### src/rtl/serial_chan_pkg.sv
package serial_chan_pkg;

  localparam int CHAR_W = 8;

  typedef enum logic [1:0] {PH_START, PH_DATA, PH_PAR, PH_STOP} phase_e;

  // non-monotonic length code
  function automatic logic [3:0] char_bits(input logic [1:0] code);
    case (code)
      2'b00:   return 4'd5;
      2'b01:   return 4'd7;
      2'b10:   return 4'd6;
      default: return 4'd8;
    endcase
  endfunction

  function automatic logic [CHAR_W-1:0] char_mask(input logic [1:0] code);
    return CHAR_W'((9'd1 << char_bits(code)) - 9'd1);
  endfunction

  function automatic logic par_bit(input logic [CHAR_W-1:0] d, input logic even);
    return even ? ^d : ~^d;
  endfunction

  // data shifted in from the top ends left-justified
  function automatic logic [CHAR_W-1:0] justify(input logic [CHAR_W-1:0] s, input logic [3:0] n);
    return s >> (4'd8 - n);
  endfunction

endpackage

### src/rtl/serial_chan_tx.sv
module serial_chan_tx
  import serial_chan_pkg::*;
#(
  parameter int OVERSAMPLE = 16
) (
  input  logic              clk_i,
  input  logic              rst_ni,
  input  logic              tick_i,
  input  logic [1:0]        len_code_i,
  input  logic              par_en_i,
  input  logic              par_even_i,
  input  logic [1:0]        stop_code_i,
  input  logic              go_i,
  input  logic [CHAR_W-1:0] data_i,
  input  logic              load_i,
  output logic              empty_o,
  output logic              txd_o
);

  localparam int TICK_W = $clog2(2*OVERSAMPLE + 1);

  logic [CHAR_W-1:0] hold_q, sh_q;
  logic              empty_q, busy_q, txd_q, par_q, pen_q;
  phase_e            ph_q;
  logic [2:0]        bit_q;
  logic [3:0]        nb_q;
  logic [TICK_W-1:0] tcnt_q, stop_q, last_tick;
  logic              move, last_bit;
  logic [CHAR_W-1:0] masked;

  function automatic logic [TICK_W-1:0] stop_ticks(input logic [1:0] code);
    case (code)
      2'b10:   return TICK_W'(OVERSAMPLE + OVERSAMPLE/2);
      2'b11:   return TICK_W'(2*OVERSAMPLE);
      default: return TICK_W'(OVERSAMPLE);
    endcase
  endfunction

  assign move      = !empty_q && !busy_q && go_i;
  assign masked    = hold_q & char_mask(len_code_i);
  assign last_tick = (ph_q == PH_STOP) ? stop_q - TICK_W'(1) : TICK_W'(OVERSAMPLE-1);
  assign last_bit  = ({1'b0, bit_q} == nb_q - 4'd1);

  always_ff @(posedge clk_i or negedge rst_ni) begin
    if (!rst_ni) begin
      hold_q  <= '0;
      sh_q    <= '0;
      empty_q <= 1'b1;
      busy_q  <= 1'b0;
      txd_q   <= 1'b1;
      par_q   <= 1'b0;
      pen_q   <= 1'b0;
      ph_q    <= PH_START;
      bit_q   <= '0;
      nb_q    <= 4'd8;
      tcnt_q  <= '0;
      stop_q  <= TICK_W'(OVERSAMPLE);
    end else begin
      if (load_i && empty_q) begin
        hold_q  <= data_i;
        empty_q <= 1'b0;
      end
      if (move) begin
        empty_q <= 1'b1;
        busy_q  <= 1'b1;
        ph_q    <= PH_START;
        sh_q    <= masked;
        par_q   <= par_bit(masked, par_even_i);
        pen_q   <= par_en_i;
        nb_q    <= char_bits(len_code_i);
        stop_q  <= stop_ticks(stop_code_i);
        bit_q   <= '0;
        tcnt_q  <= '0;
        txd_q   <= 1'b0;
      end else if (busy_q && tick_i) begin
        if (tcnt_q == last_tick) begin
          tcnt_q <= '0;
          case (ph_q)
            PH_START: begin
              ph_q  <= PH_DATA;
              bit_q <= '0;
              txd_q <= sh_q[0];
              sh_q  <= sh_q >> 1;
            end
            PH_DATA: begin
              if (last_bit) begin
                ph_q  <= pen_q ? PH_PAR : PH_STOP;
                txd_q <= pen_q ? par_q : 1'b1;
              end else begin
                bit_q <= bit_q + 3'd1;
                txd_q <= sh_q[0];
                sh_q  <= sh_q >> 1;
              end
            end
            PH_PAR: begin
              ph_q  <= PH_STOP;
              txd_q <= 1'b1;
            end
            default: begin
              busy_q <= 1'b0;
              txd_q  <= 1'b1;
            end
          endcase
        end else begin
          tcnt_q <= tcnt_q + TICK_W'(1);
        end
      end
    end
  end

  assign empty_o = empty_q;
  assign txd_o   = txd_q;

endmodule

### src/rtl/serial_chan_rx.sv
module serial_chan_rx
  import serial_chan_pkg::*;
#(
  parameter int OVERSAMPLE  = 16,
  parameter int SYNC_STAGES = 2
) (
  input  logic              clk_i,
  input  logic              rst_ni,
  input  logic              tick_i,
  input  logic [1:0]        len_code_i,
  input  logic              par_en_i,
  input  logic              par_even_i,
  input  logic              go_i,
  input  logic              rxd_i,
  input  logic              read_i,
  output logic [CHAR_W-1:0] data_o,
  output logic              avail_o,
  output logic              par_err_o,
  output logic              frm_err_o,
  output logic              ovr_err_o,
  output logic              done_o
);

  localparam int CNT_W = $clog2(OVERSAMPLE);
  localparam logic [CNT_W-1:0] MID  = CNT_W'(OVERSAMPLE/2 - 1);
  localparam logic [CNT_W-1:0] FULL = CNT_W'(OVERSAMPLE - 1);

  logic rxd_s;

  generate
    if (SYNC_STAGES > 1) begin : g_sync
      logic [SYNC_STAGES-1:0] sync_q;
      always_ff @(posedge clk_i or negedge rst_ni) begin
        if (!rst_ni) sync_q <= '1;
        else         sync_q <= {sync_q[SYNC_STAGES-2:0], rxd_i};
      end
      assign rxd_s = sync_q[SYNC_STAGES-1];
    end else begin : g_sync1
      logic sync_q;
      always_ff @(posedge clk_i or negedge rst_ni) begin
        if (!rst_ni) sync_q <= 1'b1;
        else         sync_q <= rxd_i;
      end
      assign rxd_s = sync_q;
    end
  endgenerate

  logic              act_q, pen_q, peven_q, perr_q;
  phase_e            ph_q;
  logic [CNT_W-1:0]  cnt_q;
  logic [2:0]        bit_q;
  logic [3:0]        nb_q;
  logic [CHAR_W-1:0] sh_q, data_q, dj;
  logic              avail_q, par_err_q, frm_err_q, ovr_q;
  logic              sample, done;

  assign dj     = justify(sh_q, nb_q);
  assign sample = act_q && tick_i && (ph_q != PH_START) && (cnt_q == FULL);
  assign done   = sample && (ph_q == PH_STOP);

  always_ff @(posedge clk_i or negedge rst_ni) begin
    if (!rst_ni) begin
      act_q     <= 1'b0;
      pen_q     <= 1'b0;
      peven_q   <= 1'b0;
      perr_q    <= 1'b0;
      ph_q      <= PH_START;
      cnt_q     <= '0;
      bit_q     <= '0;
      nb_q      <= 4'd8;
      sh_q      <= '0;
      data_q    <= '0;
      avail_q   <= 1'b0;
      par_err_q <= 1'b0;
      frm_err_q <= 1'b0;
      ovr_q     <= 1'b0;
    end else begin
      if (read_i) begin
        avail_q <= 1'b0;
        ovr_q   <= 1'b0;
      end
      if (!act_q) begin
        if (tick_i && go_i && !rxd_s) begin
          act_q   <= 1'b1;
          ph_q    <= PH_START;
          cnt_q   <= '0;
          bit_q   <= '0;
          perr_q  <= 1'b0;
          pen_q   <= par_en_i;
          peven_q <= par_even_i;
          nb_q    <= char_bits(len_code_i);
        end
      end else if (tick_i) begin
        if (ph_q == PH_START) begin
          if (cnt_q == MID) begin
            cnt_q <= '0;
            if (rxd_s) act_q <= 1'b0;   // glitch
            else       ph_q  <= PH_DATA;
          end else begin
            cnt_q <= cnt_q + CNT_W'(1);
          end
        end else if (cnt_q != FULL) begin
          cnt_q <= cnt_q + CNT_W'(1);
        end else begin
          cnt_q <= '0;
          case (ph_q)
            PH_DATA: begin
              sh_q <= {rxd_s, sh_q[CHAR_W-1:1]};
              if ({1'b0, bit_q} == nb_q - 4'd1) ph_q <= pen_q ? PH_PAR : PH_STOP;
              else                              bit_q <= bit_q + 3'd1;
            end
            PH_PAR: begin
              perr_q <= (rxd_s != par_bit(dj, peven_q));
              ph_q   <= PH_STOP;
            end
            default: begin
              act_q     <= 1'b0;
              data_q    <= dj;
              avail_q   <= 1'b1;
              par_err_q <= perr_q & pen_q;
              frm_err_q <= !rxd_s;
              if (avail_q && !read_i) ovr_q <= 1'b1;
            end
          endcase
        end
      end
    end
  end

  assign data_o    = data_q;
  assign avail_o   = avail_q;
  assign par_err_o = par_err_q;
  assign frm_err_o = frm_err_q;
  assign ovr_err_o = ovr_q;
  assign done_o    = done;

endmodule

### src/rtl/serial_chan.sv
module serial_chan
  import serial_chan_pkg::*;
#(
  parameter int OVERSAMPLE  = 16,
  parameter int SYNC_STAGES = 2
) (
  input  logic              clk_i,
  input  logic              rst_ni,
  input  logic              tick_i,
  input  logic [1:0]        len_code_i,
  input  logic              par_en_i,
  input  logic              par_even_i,
  input  logic [1:0]        stop_code_i,
  input  logic              tx_en_i,
  input  logic              rx_en_i,
  input  logic              auto_en_i,
  input  logic              cts_n_i,
  input  logic              dcd_n_i,
  output logic              cts_o,
  output logic              dcd_o,
  input  logic [CHAR_W-1:0] tx_data_i,
  input  logic              tx_load_i,
  output logic              tx_empty_o,
  output logic              txd_o,
  input  logic              rxd_i,
  input  logic              rx_read_i,
  output logic [CHAR_W-1:0] rx_data_o,
  output logic              rx_avail_o,
  output logic              par_err_o,
  output logic              frm_err_o,
  output logic              ovr_err_o
);

  logic framing_on, tx_go, rx_go, rx_done;

  assign framing_on = (stop_code_i != 2'b00);
  assign tx_go = framing_on && tx_en_i && (!auto_en_i || !cts_n_i);
  assign rx_go = framing_on && rx_en_i && (!auto_en_i || !dcd_n_i);

  always_ff @(posedge clk_i or negedge rst_ni) begin
    if (!rst_ni) begin
      cts_o <= 1'b0;
      dcd_o <= 1'b0;
    end else begin
      cts_o <= !cts_n_i;
      dcd_o <= !dcd_n_i;
    end
  end

  serial_chan_tx #(.OVERSAMPLE(OVERSAMPLE)) u_tx (
    .clk_i      (clk_i),
    .rst_ni     (rst_ni),
    .tick_i     (tick_i),
    .len_code_i (len_code_i),
    .par_en_i   (par_en_i),
    .par_even_i (par_even_i),
    .stop_code_i(stop_code_i),
    .go_i       (tx_go),
    .data_i     (tx_data_i),
    .load_i     (tx_load_i),
    .empty_o    (tx_empty_o),
    .txd_o      (txd_o)
  );

  serial_chan_rx #(.OVERSAMPLE(OVERSAMPLE), .SYNC_STAGES(SYNC_STAGES)) u_rx (
    .clk_i      (clk_i),
    .rst_ni     (rst_ni),
    .tick_i     (tick_i),
    .len_code_i (len_code_i),
    .par_en_i   (par_en_i),
    .par_even_i (par_even_i),
    .go_i       (rx_go),
    .rxd_i      (rxd_i),
    .read_i     (rx_read_i),
    .data_o     (rx_data_o),
    .avail_o    (rx_avail_o),
    .par_err_o  (par_err_o),
    .frm_err_o  (frm_err_o),
    .ovr_err_o  (ovr_err_o),
    .done_o     (rx_done)
  );

endmodule

### config.mk
export PLATFORM = sky130hd
export DESIGN_NAME = serial_chan
export DESIGN_NICKNAME = d
export VERILOG_FILES = /design/src/rtl/serial_chan_pkg.sv /design/src/rtl/serial_chan_tx.sv /design/src/rtl/serial_chan_rx.sv /design/src/rtl/serial_chan.sv
export SDC_FILE = /design/constraint.sdc
export NUM_CORES = 1
export LEC_CHECK = 0
export ABC_AREA = 1
export BUFFER_PORTS_ARGS = -buffer_cell sky130_fd_sc_hd__buf_2
export CORE_UTILIZATION = 50
export DETAILED_ROUTE_END_ITERATION = 8
export MAX_ROUTING_LAYER = met4
export PLACE_DENSITY = 0.78
export SYNTH_ARGS = -nofsm -noshare
export SYNTH_HDL_FRONTEND = slang
export SYNTH_SLANG_ARGS = --single-unit
export TNS_END_PERCENT = 10
### constraint.sdc
create_clock -name clk_i -period 2.05 [get_ports clk_i]
set_input_delay 0.1025 -clock clk_i [delete_from_list [all_inputs] [get_ports clk_i]]
set_output_delay 0.1025 -clock clk_i [all_outputs]
set_load 0.005 [all_outputs]
==> reports/qor.csv <==
stage;metric;value;unit
status;outcome;finished, violations left;
status;violated checks;design-rule violations, negative setup slack;
timing;Max Freq;480;MHz
place;worst slack at placement;0.0367;ns
drt;Routed Antenna Nets;0;
clock_network;Num CTS Buffers;9;
yosys;area share of the largest cell type after synthesis;39.8;%
clock_network;CTS tree;done;
die;num rows;34;
grt;remaining global-route overflow;0;
place;placed inst area;4920;sq um
drt;DR pass1 iterations;9;
timing;worst-margin pin slew;0.573;ns
timing;worst-case clock skew;0.00661;ns
drt;drt wl/cell;13.6;um
worst_setup_path;Worst EP required;2.30;ns
die;IO Count;41;
power_and_ir_drop;P_leak;0.00269;uW
layout;layout overhead on the synthesized area;18.1;%
drt;vias;3859;
worst_setup_path;CP arrival;2.33;ns
worst_setup_path;CP Class;flip-flop to flip-flop;
timing;RSZ-0062 raised after global routing;yes;
layout;ant diodes;0;
grt;first-pass GRT wire length;17.1;mm
timing;fin crit period;2.08;ns
die;Die Width;97.8;um
clock_network;H-Tree Level Count;3;
place;port bufs;40;
min_path;worst hold-check path type;input pin to flip-flop;
timing;Final setup viols;8;
drt;DR iter-0 viols;173;
worst_setup_path;Worst Setup End Kind;flip-flop;
clock_network;Root Buffer;clkbuf_8;
yosys;largest cells by area after synthesis;dfrtp_1 (40%), nand2_1 (12%), ha_1 (5.7%), nand3_1 (4.9%), inv_1 (4.7%);
layout;Register Area;2010;sq um
layout;area of the multi-input gates;2310;sq um
yosys;Post-synth top flop;dfrtp_1;
layout;Fill cells;724;
drt;Via density;5.21;
clock_network;worst skew pair latency;0.36;ns
yosys;number of synthesized flops with an enable pin;0;
layout;layout cells sized above 1;22.5;%
yosys;Avg Cell Area, Syn;8.24;sq um
timing;setup_tns;-0.214;ns
timing;Hold Violations, Final;0;
timing;final slew viol count;0;
layout;nets@finish;673;
die;Core ar.;8810;sq um
drt;Remaining DRCs;6;
timing;fin crit share;102;%
yosys;Yosys cell types;43;
drt;total wire length;10.1;mm
die;Initial Util;52.1;%
worst_setup_path;reg2reg setup slack;-0.03;ns
timing;Hold Worst Slack;0.0360;ns
yosys;dominant cell type by area after synthesis;dfrtp_1;
clock_network;Worst-path clk slew;0.07;ns
place;routability-driven placement congestion ratio;0.947;
yosys;most common cell in the netlist;nand2_1;
grt;antenna violations before repair;0;
yosys;Post-Synthesis Cells;557;
grt;number of global-route vias before repair;3742;
clock_network;worst-case clock buffer depth;2;
clock_network;clk sink count;80;
timing;PnR worst setup slack;-0.0316;ns
timing;Slew HR;61.7;%
grt;pin count of the biggest net entering global routing;49;
die;die area;9560;sq um
power_and_ir_drop;VDD IR-drop max;0.000643;V
yosys;asr flop ratio synth;100;%
yosys;Synth Warn #;0;
worst_setup_path;startpoint types;flip-flop;
grt;gr usage total;23.2;%
power_and_ir_drop;pwr/cell area;1400;nW/um^2
worst_setup_path;Max Fanout on Critical Path;8;
flow_run;max_cap viols;0;
layout;post-layout instance area;5420;sq um
yosys;Commonest cells post-synth;nand2_1 (144), dfrtp_1 (73), inv_1 (58);
yosys;register area share after synthesis;43.8;%
yosys;Post-Syn Area;4590;sq um
layout;final core occ;61.5;%
yosys;register bit count reported by yosys;80;
die;Vert. Die Dim;97.8;um
place;hpwl dp;7.00;mm
==> metal layers <==
metal	vias up	track usage (%)	wire, um
met1	1811	27.7	4550
li1	1930	-	-
met4	0	11.2	291
met3	25	3.36	356
met2	93	38.6	4870
met5	-	-	0
==> path summary, 6_finish.rpt <==
path | startpoint | depth (start not counted) | endpoint
min in group asynchronous | rst_ni | 2 | u_tx.tcnt_q[1]$_DFFE_PN0P_
worst min register to register | u_rx.g_sync.sync_q[0]$_DFF_PN1_ | 0 | u_rx.g_sync.sync_q[1]$_DFF_PN1_
worst min-delay path | stop_code_i[1] | 3 | u_tx.stop_q[3]$_DFFE_PN0P_
worst max-delay path | u_tx.stop_q[4]$_DFFE_PN1P_ | 11 | u_tx.sh_q[4]$_DFFE_PN0P_
max in group asynchronous | rst_ni | 3 | u_rx.g_sync.sync_q[0]$_DFF_PN1_
worst max register to register | u_tx.stop_q[4]$_DFFE_PN1P_ | 11 | u_tx.sh_q[4]$_DFFE_PN0P_
==> cells in the final DEF, fill, tap and decap left out, drive strengths merged, types with 2 or more instances in the layout <==
cell and n:
ha 21, dfstp 7, nand4 3, o21a 4, xor2 14, inv 67, clkbuf 12, xnor2 7
o22ai 3, a21oi 23, mux2 8, clkinv 4, nand2b 2, conb 2, nand3 52, o31ai 2
bufinv 2, nand2 153, o21ai 47, nand3b 2, dfrtp 73, buf 53, dlygate4sd3 16, o211ai 2
nor2 43, nor3 6
==> registers in the layout (all words and copies together) (netlist names), 3 cells and up <==
name / count
u_tx.tcnt_q: 6
u_tx.sh_q: 8
u_rx.bit_q: 3
u_rx.cnt_q: 4
u_tx.nb_q: 4
u_tx.bit_q: 3
u_rx.nb_q: 4
u_rx.data_o: 8
u_tx.hold_q: 8
u_rx.sh_q: 8
u_tx.stop_q: 3
==> layout make-up <==
class | instances | area share, %
Multi-Input combinational cell | 398 | 42.6
Sequential cell | 80 | 37.1
Timing Repair Buffer | 69 | 9.03
Inverter | 69 | 4.99
Clock buffer | 12 | 2.49
Tap cell | 108 | 2.49
Clock inverter | 4 | 1.29
==> worst max-delay path: stages, from the launching register on <==
cell and delay (ns):
dfstp_2 0.55, inv_2 0.04, ha_4 0.26, nor2_2 0.04, xor2_2 0.15, nor3_2 0.24
a21oi_2 0.11, nor2_4 0.14, nand2_4 0.12, nor2_4 0.14, buf_12 0.14, o21ai_2 0.05
==> metrics by stage <==
stage | cells | power (uW)
floorplan | 558 | 5300
finish | 740 | 7590
global route | 740 | 8230
global placement | 703 | 5870
CTS | 735 | 7330
detailed placement | 703 | 6030
==> where the power goes <==
group          internal (uW)  switching (uW)
clock                    684             578
combinational           1480            2210
sequential              2180             458
total                   4340            3250
==> timing repair <==
action                                 CTS  global route
setup buffers                            0             3
hold buffers                            16             0
endpoints found under the hold margin   45             0
resized for setup                        0            20
setup endpoints to repair                0            25
==> logic make-up (layout without fill, tap and decap cells) <==
family	Yosys count	after routing	share of synthesized area (%)
buf+inv	82	154	7.80
fa+ha+maj	21	21	5.73
mux	8	8	1.96
flops	80	80	43.8
simple gates	260	262	25.8
other cells	1	2	0.0818
compound gates	84	84	10.8
xor+xnor	21	21	4.01
Power figures use the tool's default switching activity.
